## src/rtl/vic_pkg.sv

```systemverilog
package vic_pkg;
  localparam int unsigned SEL_W            = 3;
  localparam int unsigned SPACING_CODE_W   = 2;
  localparam int unsigned SPACING_MIN_LOG2 = 2;
  localparam logic [7:0]  LBR_OPCODE       = 8'hC0;

  // Offsets 0..2 form the fetch window and must stay consecutive.
  typedef enum logic [SEL_W-1:0] {
    SEL_FETCH_OP = 3'd0,
    SEL_FETCH_HI = 3'd1,
    SEL_FETCH_LO = 3'd2,
    SEL_STATUS   = 3'd3,
    SEL_MASK     = 3'd4,
    SEL_SPACING  = 3'd5,
    SEL_BASE_HI  = 3'd6,
    SEL_BASE_LO  = 3'd7
  } vic_sel_e;
endpackage

```

## src/rtl/vic_edge_latch.sv

```systemverilog
module vic_edge_latch #(
  parameter int unsigned N_LINES = 8
) (
  input  logic               clk,
  input  logic               rst_n,
  input  logic [N_LINES-1:0] irq_n,
  input  logic [N_LINES-1:0] clr_vec,
  output logic [N_LINES-1:0] fall_vec,
  output logic [N_LINES-1:0] pend
);
  logic [N_LINES-1:0] prev_q;

  for (genvar i = 0; i < N_LINES; i++) begin : g_line
    // previous sample resets low so a line already low at reset is not an edge
    always_ff @(posedge clk) begin
      if (!rst_n) prev_q[i] <= 1'b0;
      else        prev_q[i] <= irq_n[i];
    end

    assign fall_vec[i] = prev_q[i] & ~irq_n[i];

    // a new edge wins over a clear in the same cycle
    always_ff @(posedge clk) begin
      if (!rst_n) pend[i] <= 1'b0;
      else        pend[i] <= (pend[i] & ~clr_vec[i]) | fall_vec[i];
    end
  end
endmodule

```

## src/rtl/vic_prio.sv

```systemverilog
module vic_prio #(
  parameter int unsigned N_LINES = 8,
  parameter int unsigned LVL_W   = $clog2(N_LINES)
) (
  input  logic [N_LINES-1:0] req,
  output logic               any_req,
  output logic [LVL_W-1:0]   top_lvl
);
  always_comb begin
    top_lvl = '0;
    for (int i = 0; i < N_LINES; i++) begin
      if (req[i]) top_lvl = LVL_W'(i);
    end
  end

  assign any_req = |req;
endmodule

```

## src/rtl/vic_vec_gen.sv

```systemverilog
module vic_vec_gen
  import vic_pkg::*;
#(
  parameter int unsigned VEC_W = 16,
  parameter int unsigned LVL_W = 3
) (
  input  logic [VEC_W-1:0]          base,
  input  logic [SPACING_CODE_W-1:0] code,
  input  logic [LVL_W-1:0]          lvl,
  output logic [VEC_W-1:0]          vec
);
  int unsigned        step_log2;
  logic [VEC_W-1:0]   keep_mask;

  always_comb begin
    step_log2 = SPACING_MIN_LOG2 + int'(code);
    keep_mask = {VEC_W{1'b1}} << (step_log2 + LVL_W);
    vec       = (base & keep_mask) | (VEC_W'(lvl) << step_log2);
  end
endmodule

```

## src/rtl/vect_irq_ctrl.sv

```systemverilog
module vect_irq_ctrl
  import vic_pkg::*;
#(
  parameter int unsigned N_LINES = 8,
  parameter int unsigned DATA_W  = 8,
  parameter int unsigned VEC_W   = 2 * DATA_W
) (
  input  logic               clk,
  input  logic               rst_n,
  input  logic               cs,
  input  logic [SEL_W-1:0]   addr,
  input  logic               rd,
  input  logic               wr,
  input  logic [DATA_W-1:0]  wdata,
  output logic [DATA_W-1:0]  rdata,
  input  logic [N_LINES-1:0] irq_n,
  input  logic               cascade_n,
  output logic               int_n
);
  localparam int unsigned LVL_W = $clog2(N_LINES);

  vic_sel_e                  sel;
  logic                      acc_rd, acc_wr, op_rd, stat_rd;
  logic [N_LINES-1:0]        mask_q, pend, fall_vec, clr_vec, active;
  logic [VEC_W-1:0]          base_q, vec;
  logic [SPACING_CODE_W-1:0] code_q;
  logic [LVL_W-1:0]          top_lvl, lvl_q;
  logic                      any_act;

  assign sel     = vic_sel_e'(addr);
  assign acc_rd  = cs & rd;
  assign acc_wr  = cs & wr;
  assign op_rd   = acc_rd & (sel == SEL_FETCH_OP) & cascade_n;
  assign stat_rd = acc_rd & (sel == SEL_STATUS);
  assign active  = pend & ~mask_q;

  vic_edge_latch #(.N_LINES(N_LINES)) u_latch (
    .clk      (clk),
    .rst_n    (rst_n),
    .irq_n    (irq_n),
    .clr_vec  (clr_vec),
    .fall_vec (fall_vec),
    .pend     (pend)
  );

  vic_prio #(.N_LINES(N_LINES), .LVL_W(LVL_W)) u_prio (
    .req     (active),
    .any_req (any_act),
    .top_lvl (top_lvl)
  );

  vic_vec_gen #(.VEC_W(VEC_W), .LVL_W(LVL_W)) u_vec (
    .base (base_q),
    .code (code_q),
    .lvl  (lvl_q),
    .vec  (vec)
  );

  always_comb begin
    clr_vec = '0;
    if (stat_rd)               clr_vec = '1;
    else if (op_rd && any_act) clr_vec[top_lvl] = 1'b1;
  end

  // served level: captured at the opcode byte, held for the address bytes
  always_ff @(posedge clk) begin
    if (!rst_n)     lvl_q <= '0;
    else if (op_rd) lvl_q <= any_act ? top_lvl : '0;
  end

  always_ff @(posedge clk) begin
    if (!rst_n) begin
      mask_q <= '1;
      base_q <= '0;
      code_q <= '0;
    end else if (acc_wr) begin
      case (sel)
        SEL_MASK:    mask_q <= wdata[N_LINES-1:0];
        SEL_SPACING: code_q <= wdata[SPACING_CODE_W-1:0];
        SEL_BASE_HI: base_q[VEC_W-1:DATA_W] <= wdata;
        SEL_BASE_LO: base_q[DATA_W-1:0] <= wdata;
        default: ;
      endcase
    end
  end

  always_comb begin
    rdata = '0;
    if (acc_rd) begin
      case (sel)
        SEL_FETCH_OP: rdata = cascade_n ? DATA_W'(LBR_OPCODE) : '0;
        SEL_FETCH_HI: rdata = cascade_n ? vec[VEC_W-1:DATA_W] : '0;
        SEL_FETCH_LO: rdata = cascade_n ? vec[DATA_W-1:0] : '0;
        SEL_STATUS:   rdata = DATA_W'(pend);
        default:      rdata = '0;
      endcase
    end
  end

  assign int_n = ~(any_act | ~cascade_n);
endmodule

```

## config.mk

```make
export PLATFORM = sky130hd
export DESIGN_NAME = vect_irq_ctrl
export DESIGN_NICKNAME = d
export VERILOG_FILES = /design/src/rtl/vic_pkg.sv /design/src/rtl/vic_edge_latch.sv /design/src/rtl/vic_prio.sv /design/src/rtl/vic_vec_gen.sv /design/src/rtl/vect_irq_ctrl.sv
export SDC_FILE = /design/constraint.sdc
export NUM_CORES = 1
export LEC_CHECK = 0
export ABC_AREA = 1
export BUFFER_PORTS_ARGS = -buffer_cell sky130_fd_sc_hd__buf_2
export CAP_MARGIN = 0
export CORE_UTILIZATION = 38
export DETAILED_ROUTE_END_ITERATION = 7
export GPL_ROUTABILITY_DRIVEN = 0
export PLACE_DENSITY = 0.67
export SLEW_MARGIN = 40
export SYNTH_ARGS = -nofsm -noshare
export SYNTH_HDL_FRONTEND = slang
export SYNTH_SLANG_ARGS = --single-unit
```

## constraint.sdc

```tcl
create_clock -name clk -period 1.4 [get_ports clk]
set_input_delay 0.07 -clock clk [delete_from_list [all_inputs] [get_ports clk]]
set_output_delay 0.07 -clock clk [all_outputs]
set_load 0.005 [all_outputs]
```

==> impl_metrics.ini, run 1 <==
[yosys]
synth_top_flop_cell = dfxtp_1
syn_area_per_cell_um2 = 6.73
synth_area_um2 = 2000
yosysWarnings = 0
ys_ff_latch = 40
mappedNetlistNets = 323
synth_seq_area_share = 0.400
synthArstFlopShare = 0
synth_cell_types = 23
synth_edf_count = 0
synthCells = 298

[clock_network]
htree_num_levels = 2
clk_latency_ns = 0.29
cts-root-buf = clkbuf_8
clk_pin_slew_ns = 0.08
cts_tree = done
clock_sinks = 40
cts_buffer_depth = 2
numCtsBuffers = 5

[timing]
slew_headroom = 0.818
worst_pin_slew_ns = 0.272
rsz0062_at_grt = true
finalSetupViolCount = 6
max_freq_ghz = 0.672
period_needed_ns = 1.49
setup_slack_ns = -0.0885
whs_ns = 0.0127
drv_slew = 0
clock_skew_ns = 0.00676
hold_viol_final = 0
final.period_utilization = 1.06

[grt]
grtUsageTotal = 0.203
grt_max_degree = 17
antenna_found_initial = 0
grt_pass1_wl_um = 8380
grt_pass1_vias = 1773
overflow = 0

[pwr]
power_uw = 2230
ir_worst_vdd_mv = 0.553
p_per_area_nw_per_um2 = 871
p_leak_uw = 0.00120

[floorplan]
die_w_um = 74.6
die_y_um = 74.6
rows = 26
start_util = 0.392
pin_count = 34
dieArea_um2 = 5570
coreArea_um2 = 5110

[worst_setup_path]
path_class = reg -> out
critPathMaxFanout = 5
cp.required_ns = 1.33
r2r_start = mask_q[7]
end_kind = output pin
crit_arrival_ns = 1.42
critPathLaunch = code_q[0]
start_kind = register

[detailed_routing]
met1_length_um = 2370
viasPerCell = 4.83
drc_errors = 0
drt_iter0_drc = 105
ant_nets = 0
dr.pass1.iters = 4
routed.top_layer = met4
drt-wirelength-per-cell_um = 12.2
vias = 2038
wl_met2_um = 2440
route.met3.wl_um = 277
totalWireLength_um = 5160

[finish]
final_cell_mix = nand2_1, nor2_1, inv_1
final_common_cell = nand2_1
layout-drive-gt1-share = 0.290
fin_cells = 422
n_fill_cell = 542
areaGrowthSynthToFinish_pct = 27.7
multi_input_area_um2 = 1040
finalNetCount = 376
diodes = 0
register_area_um2 = 815

[placement]
dp.cells = 399
dp_hpwl_um = 3770
place.port_buffers = 33

[worst_hold_path]
min_from = wdata[3]
hold_path_class = in -> reg

[run_status]
status = finished with violations
violations = setup timing

[run]
maxCapViolCount = 0
## synthesized netlist by cell type (3+ instances only)
cell type | instances | area [um^2]
nand2_1 | 77 | 289
dfxtp_1 | 40 | 801
nor2_1 | 39 | 146
inv_1 | 37 | 139
a21oi_1 | 18 | 90.1
o21ai_0 | 18 | 90.1
nand3_1 | 12 | 60.1
inv_2 | 9 | 33.8
o211ai_1 | 8 | 60.1
nor2_4 | 7 | 78.8
nand2_2 | 5 | 31.3
o21ai_1 | 5 | 25.0
clkbuf_1 | 4 | 15.0
nand4_1 | 3 | 18.8
nor2_2 | 3 | 18.8
## worst paths after layout
path / slack (ns) / cells past startpoint / end
max reg2reg: 0.11 / 10 / u_latch.pend[0]
min: 0.01 / 3 / base_q[11]
min reg2reg: 0.45 / 2 / u_latch.pend[4]
max: -0.09 / 9 / rdata[5]
## cell families after synthesis
kind of cell	after synthesis	synth area share
AND/OR/NAND/NOR	148	0.331
AO/OA/AOI/OAI	55	0.160
buffers and inverters	55	0.110
flip-flops	40	0.400
## report_power, final
part           internal (uW)  switching [uW]  leakage (uW)
clock network            400             394     0.0000445
logic                   96.0             144      0.000828
registers               1170            21.5      0.000330
## repair_timing
item                                   4_1_cts  5_1_grt
hold buffers                                 8        0
buffers inserted                             4        2
resized for setup                           16       19
setup endpoints to repair                    7       13
endpoints found under the hold margin        8        0
cloned                                       1        0
pin swaps                                    7       11
## state kept, by name, summed over array words and instances (netlist names)
| signal | count |
|---|---|
| code_q | 2 |
| u_latch.prev_q | 8 |
| lvl_q | 3 |
| u_latch.pend | 8 |
| mask_q | 8 |
| base_q | 11 |
## layer usage
| layer | GRT usage | up-vias |
|---|---|---|
| met1 | 0.270 | 931 |
| met2 | 0.323 | 57 |
| met5 | 0 | - |
| met3 | 0.0442 | 7 |
| li1 | - | 1043 |
| met4 | 0.0755 | 0 |
## final cells by class
type	instances	area share
clock buffers	7	0.0337
clock inverters	1	0.00293
inverters	49	0.0777
multi-input cells	203	0.405
flip-flops and latches	40	0.318
well taps	70	0.0342
repair buffers	51	0.127
repair inverters	1	0.00147
## worst max-delay path, cell delays in order, from the launching register on
cell      delay, ns
dfxtp_4        0.37
inv_6          0.08
buf_6          0.10
nand2_2        0.04
nand3_2        0.05
o211ai_1       0.08
a21oi_1        0.14
a21oi_1        0.05
nor2_1         0.10
buf_2          0.12
## metrics by stage
stage	util	cell area, um^2	setup slack (ns)	TNS (ns)
after floorplan	-	2000	0.244	0
after global placement	0.442	2260	0.110	0
after detailed placement	0.442	2260	0.0503	0
after CTS	0.488	2490	-0.0841	-0.256
after global routing	0.501	2560	-0.180	-0.801
final	0.501	2560	-0.0885	-0.317
Power figures use the tool's default switching activity.
==> run 2: changes to the inputs <==
--- a/config.mk
+++ b/config.mk
@@ -11,8 +11,9 @@
 export CORE_UTILIZATION = 38
 export DETAILED_ROUTE_END_ITERATION = 7
 export GPL_ROUTABILITY_DRIVEN = 0
-export PLACE_DENSITY = 0.67
+export PLACE_DENSITY = 0.66
 export SLEW_MARGIN = 40
 export SYNTH_ARGS = -nofsm -noshare
 export SYNTH_HDL_FRONTEND = slang
+export SYNTH_HIERARCHICAL = 1
 export SYNTH_SLANG_ARGS = --single-unit
==> run 2 against run 1 <==
The flow still finishes with violations (setup timing). Cell area up 15%. Die area increased by 16%. Utilization decreased by 0.33 points. Largest cell class unchanged. Largest power group unchanged. Highest routed layer unchanged.
==> impl_metrics.ini, run 2 <==
[run_status]
status = finished with violations
violations = setup timing

[clock_network]
cts-root-buf = clkbuf_8
clock_sinks = 40
htree_num_levels = 2
cts_tree = done
clk_pin_slew_ns = 0.08
cts_buffer_depth = 2
clk_latency_ns = 0.29
numCtsBuffers = 5

[timing]
setup_slack_ns = -0.107
whs_ns = 0.0116
finalSetupViolCount = 14
final.period_utilization = 1.08
rsz0062_at_grt = true
period_needed_ns = 1.51
hold_viol_final = 0
max_freq_ghz = 0.664
drv_slew = 0
clock_skew_ns = 0.00437

[floorplan]
rows = 28
die_w_um = 80.5
coreArea_um2 = 5920
start_util = 0.395
die_y_um = 80.5
pin_count = 34
dieArea_um2 = 6480

[finish]
areaGrowthSynthToFinish_pct = 25.9
final_cell_mix = nand2_1, inv_1, nor2_1
fin_util = 0.498
fin_cells = 526
diodes = 0
n_fill_cell = 616
layout-drive-gt1-share = 0.257
finalNetCount = 475
multi_input_area_um2 = 1240
regMostFlops = base_q
register_area_um2 = 816
final_common_cell = nand2_1
largest_reg_flops = 11

[detailed_routing]
dr.pass1.iters = 4
totalWireLength_um = 5600
drc_errors = 0
drt_iter0_drc = 96
vias = 2344
drt-wirelength-per-cell_um = 10.7
viasPerCell = 4.46
ant_nets = 0

[pwr]
power_uw = 2260
p_per_area_nw_per_um2 = 765
p_leak_uw = 0.00162
ir_worst_vdd_mv = 0.472

[worst_setup_path]
crit_arrival_ns = 1.44
r2r_slack_ns = -0.08
end_kind = output pin
r2r_end = u_latch/pend[2]
path_class = reg -> out
critPathMaxFanout = 4
start_kind = register
r2r_start = u_latch/pend[1]
rr_worst_depth = 13
cp.required_ns = 1.33

[worst_hold_path]
whs_path_depth = 3
min_to = mask_q[2]
min_from = wdata[2]
hold_path_class = in -> reg

[grt]
overflow = 0
grtUsageTotal = 0.183
grt_max_degree = 19
grt_pass1_vias = 2019
grt_pass1_wl_um = 9110
antenna_found_initial = 0

[placement]
place.port_buffers = 33
dp.cells = 509
dp_hpwl_um = 4310

[yosys]
synth_area_um2 = 2340
yosysWarnings = 6
syn_area_per_cell_um2 = 5.85
synthCells = 400

[run]
maxCapViolCount = 0
[run 2: layout make-up]
class,count,area share
clock buffers,7,0.0259
clock inverters,1,0.00297
inverters,82,0.108
multi-input cells,263,0.420
flip-flops and latches,40,0.277
well taps,75,0.0318
repair buffers,58,0.135
[run 2: stage by stage]
step	setup TNS (ns)	instance area, um^2	setup WS [ns]
floorplan	0	2340	0.0419
global placement	-0.155	2660	-0.0406
detailed placement	-0.441	2660	-0.101
CTS	-0.898	2890	-0.118
global route	-2.39	2950	-0.196
finish	-0.815	2950	-0.107
[run 2: timing repair]
item	CTS	global route
hold endpoints to repair	8	0
endpoints found under the setup margin	16	17
hold buffers	8	0
pin swaps	22	19
resized for setup	23	24
setup buffers	1	0
[run 2: report_power, final]
| group | switching, uW | internal (uW) | leakage, uW |
|---|---|---|---|
| registers | 22.0 | 1170 | 0.000329 |
| logic | 169 | 124 | 0.00125 |
| clock network | 412 | 356 | 0.0000424 |
| total | 604 | 1650 | 0.00162 |
[run 2: worst max-delay path by stage]
stage	from	to	slack, ns	cells after the start
6_report	u_latch/pend[1]	int_n	-0.11	8
5_1_grt	lvl_q[1]	rdata[6]	-0.20	11
2_1_floorplan	u_latch/pend[1]	u_latch/pend[1]	0.04	15
4_1_cts	u_latch/pend[2]	int_n	-0.12	9
3_3_place_gp	u_latch/pend[1]	u_latch/pend[1]	-0.04	15
3_5_place_dp	u_latch/pend[1]	u_latch/pend[1]	-0.10	15
[run 2: per-layer routing]
metal | part of all wire | up-vias | global-route usage
met4 | 0.024 | 0 | 0.0750
met5 | 0 | - | 0
li1 | - | 1272 | -
met3 | 0.039 | 14 | 0.0330
met1 | 0.48 | 1015 | 0.246
met2 | 0.45 | 43 | 0.286
[run 2: worst max-delay path, stage by stage (launching register included)]
cell,delay (ns)
dfxtp_2,0.33
inv_2,0.06
nor2_4,0.03
buf_6,0.10
nor3_2,0.15
nand3_1,0.12
buf_6,0.15
nor2_4,0.07
buf_2,0.11
